[config.mk]
export PLATFORM = sky130hd
export DESIGN_NAME = sdac_front
export DESIGN_NICKNAME = d
export VERILOG_FILES = /design/src/rtl/sdac_pkg.sv /design/src/rtl/sdac_sync.sv /design/src/rtl/sdac_ctrl.sv /design/src/rtl/sdac_dpath.sv /design/src/rtl/sdac_front.sv
export SDC_FILE = /design/constraint.sdc
export NUM_CORES = 1
export LEC_CHECK = 0
export CAP_MARGIN = 20
export CORE_ASPECT_RATIO = 1.2
export CORE_MARGIN = 2
export CORE_UTILIZATION = 61
export DETAILED_ROUTE_END_ITERATION = 8
export DONT_BUFFER_PORTS = 1
export GPL_TIMING_DRIVEN = 0
export PLACE_DENSITY = 0.81
export SYNTH_ARGS = -nofsm -noshare
export SYNTH_HDL_FRONTEND = slang
export SYNTH_HIERARCHICAL = 1
export SYNTH_SLANG_ARGS = --single-unit
[constraint.sdc]
create_clock -name clk -period 2.8 [get_ports clk]
set_input_delay 0.28 -clock clk [delete_from_list [all_inputs] [get_ports clk]]
set_output_delay 0.28 -clock clk [all_outputs]
set_load 0.1 [all_outputs]
[src/rtl/sdac_pkg.sv]
package sdac_pkg;
  // Positions of the host pins inside the synchroniser vector
  localparam int IDX_CS   = 0;
  localparam int IDX_SCLK = 1;
  localparam int IDX_DIN  = 2;
  localparam int IDX_LOAD = 3;
  localparam int PIN_CNT  = 4;

  // Strobes from control to datapath
  typedef struct packed {
    logic shiftEn;
    logic loadLatch;
  } dpStrobe_t;
endpackage

[src/rtl/sdac_sync.sv]
module sdac_sync #(
  parameter int WIDTH = 4,
  parameter int STAGES = 2,
  parameter logic [WIDTH-1:0] RST_VAL = '0
) (
  input  logic             clk,
  input  logic             rstN,
  input  logic [WIDTH-1:0] asyncIn,
  output logic [WIDTH-1:0] syncOut
);
  logic [STAGES-1:0][WIDTH-1:0] pipe;

  always_ff @(posedge clk or negedge rstN) begin
    if (!rstN) pipe <= {STAGES{RST_VAL}};
    else       pipe <= {pipe[STAGES-2:0], asyncIn};
  end

  assign syncOut = pipe[STAGES-1];
endmodule

[src/rtl/sdac_ctrl.sv]
module sdac_ctrl
  import sdac_pkg::*;
#(
  parameter int FRAME_W = 16
) (
  input  logic      clk,
  input  logic      rstN,
  input  logic      csLvl,
  input  logic      sclkLvl,
  input  logic      loadLvl,
  output dpStrobe_t st,
  output logic      frameErr
);
  localparam int CNT_W = $clog2(FRAME_W + 2);
  localparam logic [CNT_W-1:0] CNT_FULL = CNT_W'(FRAME_W);
  localparam logic [CNT_W-1:0] CNT_MAX  = CNT_W'(FRAME_W + 1);

  logic csPrv, sclkPrv, loadPrv;
  logic csRise, csFall, sclkRise, loadFall, frameOk;
  logic [CNT_W-1:0] cnt;
  logic pending;

  always_ff @(posedge clk or negedge rstN) begin
    if (!rstN) begin
      csPrv   <= 1'b1;
      sclkPrv <= 1'b0;
      loadPrv <= 1'b1;
    end else begin
      csPrv   <= csLvl;
      sclkPrv <= sclkLvl;
      loadPrv <= loadLvl;
    end
  end

  assign csRise   = csLvl & ~csPrv;
  assign csFall   = ~csLvl & csPrv;
  assign sclkRise = sclkLvl & ~sclkPrv;
  assign loadFall = ~loadLvl & loadPrv;
  assign frameOk  = csRise && (cnt == CNT_FULL);

  always_comb begin
    st.shiftEn   = sclkRise && !csLvl;
    st.loadLatch = (frameOk && !loadLvl) || (loadFall && pending);
  end

  always_ff @(posedge clk or negedge rstN) begin
    if (!rstN) begin
      cnt      <= '0;
      pending  <= 1'b0;
      frameErr <= 1'b0;
    end else begin
      if (csFall)                           cnt <= st.shiftEn ? CNT_W'(1) : '0;
      else if (st.shiftEn && cnt != CNT_MAX) cnt <= cnt + 1'b1;

      if (csFall || st.loadLatch || (csRise && !frameOk)) pending <= 1'b0;
      else if (frameOk && loadLvl)                       pending <= 1'b1;

      if (csRise) frameErr <= !frameOk;
    end
  end

  p_bad_frame_flag_r4: assert property (@(posedge clk) disable iff (!rstN)
    (csRise && cnt != CNT_FULL) |=> frameErr);
  p_good_frame_clear_r5: assert property (@(posedge clk) disable iff (!rstN)
    (csRise && cnt == CNT_FULL) |=> !frameErr);
  p_cnt_bound_r4: assert property (@(posedge clk) disable iff (!rstN)
    cnt <= CNT_MAX);
  p_idle_no_count_r8: assert property (@(posedge clk) disable iff (!rstN)
    (csLvl && $past(csLvl)) |=> $stable(cnt));
  p_pending_consumed_r7: assert property (@(posedge clk) disable iff (!rstN)
    st.loadLatch |=> !pending);
endmodule

[src/rtl/sdac_dpath.sv]
module sdac_dpath
  import sdac_pkg::*;
#(
  parameter int DATA_W = 14,
  parameter int SUB_W = 2
) (
  input  logic              clk,
  input  logic              rstN,
  input  logic              dinLvl,
  input  dpStrobe_t         st,
  output logic [DATA_W-1:0] code
);
  localparam int FRAME_W = DATA_W + SUB_W;

  logic [FRAME_W-1:0] shiftReg;

  always_ff @(posedge clk or negedge rstN) begin
    if (!rstN) begin
      shiftReg <= '0;
      code     <= '0;
    end else begin
      if (st.shiftEn)   shiftReg <= {shiftReg[FRAME_W-2:0], dinLvl};
      if (st.loadLatch) code     <= shiftReg[FRAME_W-1:SUB_W];
    end
  end

  p_reset_zero_r1: assert property (@(posedge clk)
    !rstN |=> code == '0);
  p_code_only_on_load_r4: assert property (@(posedge clk) disable iff (!rstN)
    (code != $past(code)) |-> $past(st.loadLatch));
endmodule

[src/rtl/sdac_front.sv]
module sdac_front
  import sdac_pkg::*;
#(
  parameter int DATA_W = 14,
  parameter int SUB_W = 2,
  parameter int SYNC_STAGES = 2
) (
  input  logic              clk,
  input  logic              rstN,
  input  logic              csN,
  input  logic              sclk,
  input  logic              din,
  input  logic              loadN,
  output logic [DATA_W-1:0] code,
  output logic              frameErr
);
  localparam int FRAME_W = DATA_W + SUB_W;
  localparam logic [PIN_CNT-1:0] PIN_IDLE = PIN_CNT'((1 << IDX_CS) | (1 << IDX_LOAD));

  logic [PIN_CNT-1:0] pinRaw, pinSync;
  dpStrobe_t          strobe;

  always_comb begin
    pinRaw           = '0;
    pinRaw[IDX_CS]   = csN;
    pinRaw[IDX_SCLK] = sclk;
    pinRaw[IDX_DIN]  = din;
    pinRaw[IDX_LOAD] = loadN;
  end

  sdac_sync #(.WIDTH(PIN_CNT), .STAGES(SYNC_STAGES), .RST_VAL(PIN_IDLE)) sync_i (
    .clk(clk), .rstN(rstN), .asyncIn(pinRaw), .syncOut(pinSync)
  );

  sdac_ctrl #(.FRAME_W(FRAME_W)) ctrl_i (
    .clk(clk), .rstN(rstN),
    .csLvl(pinSync[IDX_CS]), .sclkLvl(pinSync[IDX_SCLK]), .loadLvl(pinSync[IDX_LOAD]),
    .st(strobe), .frameErr(frameErr)
  );

  sdac_dpath #(.DATA_W(DATA_W), .SUB_W(SUB_W)) dpath_i (
    .clk(clk), .rstN(rstN), .dinLvl(pinSync[IDX_DIN]), .st(strobe), .code(code)
  );
endmodule

==> flow_summary.html <==
<table>
<tr><th>Metric</th><th>Value</th></tr>
<tr><th colspan="2">Drt</th></tr>
<tr><td>Wire length per cell after detailed routing</td><td>16.8 um</td></tr>
<tr><td>Final antenna-violating net count</td><td>0</td></tr>
<tr><td>WL met1</td><td>1260 um</td></tr>
<tr><td>Initial DRC count</td><td>27</td></tr>
<tr><td>Aggregate routed wire length</td><td>roughly 2900 um</td></tr>
<tr><td>Detail Route met3 WL</td><td>123 um</td></tr>
<tr><td>Top layer used by detailed routing</td><td>met4</td></tr>
<tr><td>Met2 routed WL</td><td>about 1500 um</td></tr>
<tr><td>Overall via count from detail_route</td><td>1003</td></tr>
<tr><td>Number of detailed-route iterations in the first pass</td><td>4</td></tr>
<tr><td>Number of remaining DRC errors</td><td>0</td></tr>
<tr><td>Ratio of routed vias to standard cells</td><td>approximately 5.7</td></tr>
<tr><th colspan="2">Worst setup path</th></tr>
<tr><td>FF-to-FF setup slack</td><td>~0.50 ns</td></tr>
<tr><td>Arr. time, crit path</td><td>2.55 ns</td></tr>
<tr><td>Capturing point of the worst reg2reg path</td><td>dpath_i/code[9]$_DFFE_PN0P_</td></tr>
<tr><td>CP Capture Type</td><td>flip-flop</td></tr>
<tr><td>Worst stage delay on the critical path</td><td>about 0.55 ns</td></tr>
<tr><td>Start-to-end type of the worst setup path</td><td>reg2reg</td></tr>
<tr><td>Depth of the most critical reg-to-reg path</td><td>6</td></tr>
<tr><td>Cell-by-cell trace of the critical path</td><td>buf_4 &gt; nor2b_1 &gt; nand4_1 &gt; a21oi_1 &gt; buf_6 &gt; mux2_2</td></tr>
<tr><td>Master of the slowest instance on the critical path</td><td>sky130_fd_sc_hd__dfstp_2</td></tr>
<tr><td>Crit path launch type</td><td>flip-flop</td></tr>
<tr><td>Required time of the critical path</td><td>3.05 ns</td></tr>
<tr><td>Highest net fanout along the worst path</td><td>10</td></tr>
<tr><td>Worst r2r src</td><td>sync_i/syncOut[0]$_DFF_PN1_</td></tr>
<tr><th colspan="2">Cells and area</th></tr>
<tr><td>Area growth from synthesis to layout</td><td>9.69%</td></tr>
<tr><td>Count of antenna diodes in the layout</td><td>0</td></tr>
<tr><td>Footprint of the flip-flops and latches</td><td>~1200 sq um</td></tr>
<tr><td>Number of nets in the layout</td><td>~150</td></tr>
<tr><td>Share of post-route cells with drive strength above 1</td><td>0.374</td></tr>
<tr><td>Multi-input gate area in the final layout</td><td>603 sq um</td></tr>
<tr><td>Fill count</td><td>220</td></tr>
<tr><td>Final cell utilization of the core</td><td>0.692</td></tr>
<tr><td>Final Non-Filler Cells</td><td>175</td></tr>
<tr><th colspan="2">Timing</th></tr>
<tr><td>Remaining max-slew budget at the tightest pin</td><td>0.394</td></tr>
<tr><td>Setup violators final</td><td>0</td></tr>
<tr><td>Transition time of the tightest slew-check pin</td><td>approximately 0.9 ns</td></tr>
<tr><td>Fin Clk Skew</td><td>0.00825 ns</td></tr>
<tr><td>Setup TNS Final</td><td>0 ns</td></tr>
<tr><td>Hold Fails Final Rpt</td><td>0</td></tr>
<tr><td>Final count of pins violating max slew</td><td>0</td></tr>
<tr><td>Period utilization</td><td>0.821</td></tr>
<tr><td>Unrepaired setup endpoints after global routing</td><td>false</td></tr>
<tr><td>Worst-case hold slack</td><td>0.365 ns</td></tr>
<tr><td>Post-layout min period</td><td>about 2.3 ns</td></tr>
<tr><td>Maximum clock frequency</td><td>0.435 GHz</td></tr>
<tr><th colspan="2">Clock network</th></tr>
<tr><td>Clk Tree Root Cell</td><td>sky130_fd_sc_hd__clkbuf_4</td></tr>
<tr><td>Worst-Skew Late Latency</td><td>about 0.35 ns</td></tr>
<tr><td>Post-CTS resize count</td><td>0</td></tr>
<tr><td>Clk sink count</td><td>48</td></tr>
<tr><td>Buffer depth of the longest clock path</td><td>2</td></tr>
<tr><td>Post-CTS Repair Setup Buffers</td><td>0</td></tr>
<tr><td>Clock tree from TritonCTS</td><td>done</td></tr>
<tr><td>Clock slew seen by the registers of the worst setup and hold paths</td><td>approximately 0.12 ns</td></tr>
<tr><td>CTS H-Tree Depth</td><td>2</td></tr>
<tr><td>Cts bufs inserted</td><td>5</td></tr>
<tr><td>Post-CTS Hold Buffers</td><td>6</td></tr>
<tr><th colspan="2">Pwr</th></tr>
<tr><td>Switching share of total power</td><td>0.235</td></tr>
<tr><td>Register share of total power</td><td>0.637</td></tr>
<tr><td>Total power consumption of the routed design</td><td>1.27 mW</td></tr>
<tr><td>Leakage Power</td><td>0.974 nW</td></tr>
<tr><td>Internal power contribution</td><td>~970 uW</td></tr>
<tr><td>Power per cell area</td><td>605 nW/um^2</td></tr>
<tr><td>Clock network power share</td><td>0.258</td></tr>
<tr><td>Max IR drop VDD</td><td>466 uV</td></tr>
<tr><td>Psw</td><td>298 uW</td></tr>
<tr><td>Combinational power share</td><td>0.106</td></tr>
<tr><th colspan="2">Hold path</th></tr>
<tr><td>Cell depth of the worst hold path</td><td>0</td></tr>
<tr><td>Launch point of the worst hold path</td><td>sync_i/pipe[3]$_DFF_PN1_</td></tr>
<tr><td>Worst min-delay path class</td><td>reg2reg</td></tr>
<tr><td>Min-Delay Endpoint</td><td>sync_i/syncOut[3]$_DFF_PN1_</td></tr>
<tr><th colspan="2">Synth</th></tr>
<tr><td>Area leader, netlist</td><td>sky130_fd_sc_hd__dfrtp_1</td></tr>
<tr><td>Share of the yosys chip area belonging to registers</td><td>0.633</td></tr>
<tr><td>Unique masters post-synth</td><td>27</td></tr>
<tr><td>Number of warnings printed during yosys synthesis</td><td>6</td></tr>
<tr><td>Yosys top cell area share</td><td>0.550</td></tr>
<tr><td>Flip-flop and latch count after synthesis</td><td>48</td></tr>
<tr><td>Number of instances in the synthesized netlist</td><td>125</td></tr>
<tr><td>Largest cells by area after synthesis</td><td>sky130_fd_sc_hd__dfrtp_1, sky130_fd_sc_hd__mux2_2, sky130_fd_sc_hd__dfstp_2</td></tr>
<tr><td>Post-Synthesis Net Count</td><td>roughly 130</td></tr>
<tr><td>Post-synthesis instance area</td><td>1910 sq um</td></tr>
<tr><td>Avg Inst Size Synth</td><td>~15 sq um</td></tr>
<tr><th colspan="2">Placement</th></tr>
<tr><td>Final estimated routing congestion in global placement</td><td>0.667</td></tr>
<tr><td>Number of cells after detailed placement</td><td>between 150 and 200</td></tr>
<tr><td>Detail Placement HPWL</td><td>1960 um</td></tr>
<tr><td>Number of port buffers</td><td>0</td></tr>
<tr><th colspan="2">GRT</th></tr>
<tr><td>Via count of the first global-routing pass</td><td>between 1000 and 1500</td></tr>
<tr><td>Largest net degree at the start of global routing</td><td>49</td></tr>
<tr><td>GRT overflow</td><td>0</td></tr>
<tr><td>Wire length of the first global-routing pass</td><td>4930 um</td></tr>
<tr><td>Overall global routing resource usage</td><td>0.199</td></tr>
<tr><td>Antenna violations before repair</td><td>0</td></tr>
<tr><th colspan="2">Die</th></tr>
<tr><td>Starting density of the core</td><td>0.631</td></tr>
<tr><td>Std-Cell Core Area</td><td>3030 sq um</td></tr>
<tr><td>Die outline height</td><td>65.3 um</td></tr>
<tr><td>Die X</td><td>55.1 um</td></tr>
<tr><td>Top Ports</td><td>21</td></tr>
<tr><td>Die Footprint</td><td>~3600 sq um</td></tr>
<tr><td>Count of standard-cell rows</td><td>22</td></tr>
<tr><th colspan="2">Run status</th></tr>
<tr><td>Result of the run</td><td>completed</td></tr>
<tr><th colspan="2">Run</th></tr>
<tr><td>Max-cap viol count</td><td>0</td></tr>
</table>
worst max-delay path: cells and delay by family (launching register included):
kind	cells	cell delay (ns)
compound gates	1	0.50
buf+inv	2	0.36
simple gates	2	0.45
mux	1	0.34
flops	1	0.55
power by group through the flow:
stage | Clock [mW] | Combinational, mW | Sequential, mW
5_1_grt | 0.371 | 0.148 | 0.821
6_report | 0.327 | 0.134 | 0.808
3_3_place_gp | 0 | 0.105 | 0.819
3_5_place_dp | 0 | 0.111 | 0.822
2_1_floorplan | 0 | 0.0979 | 0.807
4_1_cts | 0.342 | 0.136 | 0.809
state kept, by name, summed over array words and instances (netlist names):
register and flops:
ctrl_i/loadPrv 1, ctrl_i/csPrv 1, dpath_i/code 14, sync_i/pipe 4
ctrl_i/pending 1, ctrl_i/frameErr 1, ctrl_i/sclkPrv 1, sync_i/syncOut 4
dpath_i/shiftReg 16, ctrl_i/cnt 5
kinds of logic after synthesis:
logic type	count (synthesis)	synth area share
mux	30	0.196
simple gates	16	0.0576
fa+ha+maj	3	0.0196
flops	48	0.633
compound gates	14	0.0419
buf+inv	14	0.0517
cells in the mapped netlist:
master,number
sky130_fd_sc_hd__a21oi_1,5
sky130_fd_sc_hd__a221oi_1,1
sky130_fd_sc_hd__and2b_1,1
sky130_fd_sc_hd__buf_12,1
sky130_fd_sc_hd__buf_4,4
sky130_fd_sc_hd__buf_6,2
sky130_fd_sc_hd__clkbuf_1,1
sky130_fd_sc_hd__dfrtp_1,42
sky130_fd_sc_hd__dfstp_2,6
sky130_fd_sc_hd__ha_1,3
sky130_fd_sc_hd__inv_1,6
sky130_fd_sc_hd__mux2_2,20
sky130_fd_sc_hd__mux2_4,10
sky130_fd_sc_hd__nand2_1,3
sky130_fd_sc_hd__nand3_1,1
sky130_fd_sc_hd__nand4_1,1
sky130_fd_sc_hd__nand4bb_1,2
sky130_fd_sc_hd__nor2_1,1
sky130_fd_sc_hd__nor2b_1,1
sky130_fd_sc_hd__nor4_1,1
sky130_fd_sc_hd__nor4bb_1,1
sky130_fd_sc_hd__o21a_1,1
sky130_fd_sc_hd__o21ai_0,6
sky130_fd_sc_hd__o32ai_1,1
sky130_fd_sc_hd__or3_1,2
sky130_fd_sc_hd__or3b_4,1
sky130_fd_sc_hd__or4_1,1
worst max path at each step:
stage,slack (ns),end,cells past startpoint,startpoint
CTS,0.50,dpath_i/code[9]$_DFFE_PN0P_,6,sync_i/syncOut[0]$_DFF_PN1_
detailed placement,0.53,dpath_i/code[6]$_DFFE_PN0P_,6,sync_i/syncOut[0]$_DFF_PN1_
global route,0.41,dpath_i/code[3]$_DFFE_PN0P_,6,sync_i/syncOut[0]$_DFF_PN1_
finish,0.50,dpath_i/code[9]$_DFFE_PN0P_,6,sync_i/syncOut[0]$_DFF_PN1_
floorplan,0.87,dpath_i/code[10]$_DFFE_PN0P_,6,sync_i/syncOut[0]$_DFF_PN1_
global placement,0.60,dpath_i/code[10]$_DFFE_PN0P_,6,sync_i/syncOut[0]$_DFF_PN1_
stage by stage:
step / worst slack [ns] / area (sq um)
floorplan: 0.870 / 1910
global placement: 0.600 / 1960
detailed placement: 0.533 / 1960
CTS: 0.495 / 2100
global route: 0.407 / 2100
finish: 0.503 / 2100
placed cells by master (no fill, tap or decap), types with 2 or more instances in the layout:
| master | instances |
|---|---|
| sky130_fd_sc_hd__a21oi_1 | 5 |
| sky130_fd_sc_hd__buf_4 | 4 |
| sky130_fd_sc_hd__buf_6 | 2 |
| sky130_fd_sc_hd__clkbuf_1 | 2 |
| sky130_fd_sc_hd__clkbuf_4 | 5 |
| sky130_fd_sc_hd__dfrtp_1 | 42 |
| sky130_fd_sc_hd__dfstp_2 | 6 |
| sky130_fd_sc_hd__dlygate4sd3_1 | 5 |
| sky130_fd_sc_hd__ha_1 | 3 |
| sky130_fd_sc_hd__inv_1 | 6 |
| sky130_fd_sc_hd__mux2_2 | 20 |
| sky130_fd_sc_hd__mux2_4 | 10 |
| sky130_fd_sc_hd__nand2_1 | 3 |
| sky130_fd_sc_hd__nand4bb_1 | 2 |
| sky130_fd_sc_hd__o21ai_0 | 6 |
| sky130_fd_sc_hd__or3_1 | 2 |
routing by layer:
layer / vias to the layer above / global-route usage
met2: 16 / 0.305
met4: 0 / 0.101
met3: 8 / 0.0682
li1: 455 / -
met5: - / 0
met1: 524 / 0.245
area by class of cell:
type,count,share of cell area
buffer,8,0.0364
clock inverter,1,0.00358
sequential,48,0.577
inverter,6,0.0107
timing repair buffer,6,0.0370
tap,36,0.0215
clock buffer,7,0.0263
multi-input combinational,63,0.288
No activity file was read; power rests on OpenSTA's default activity.
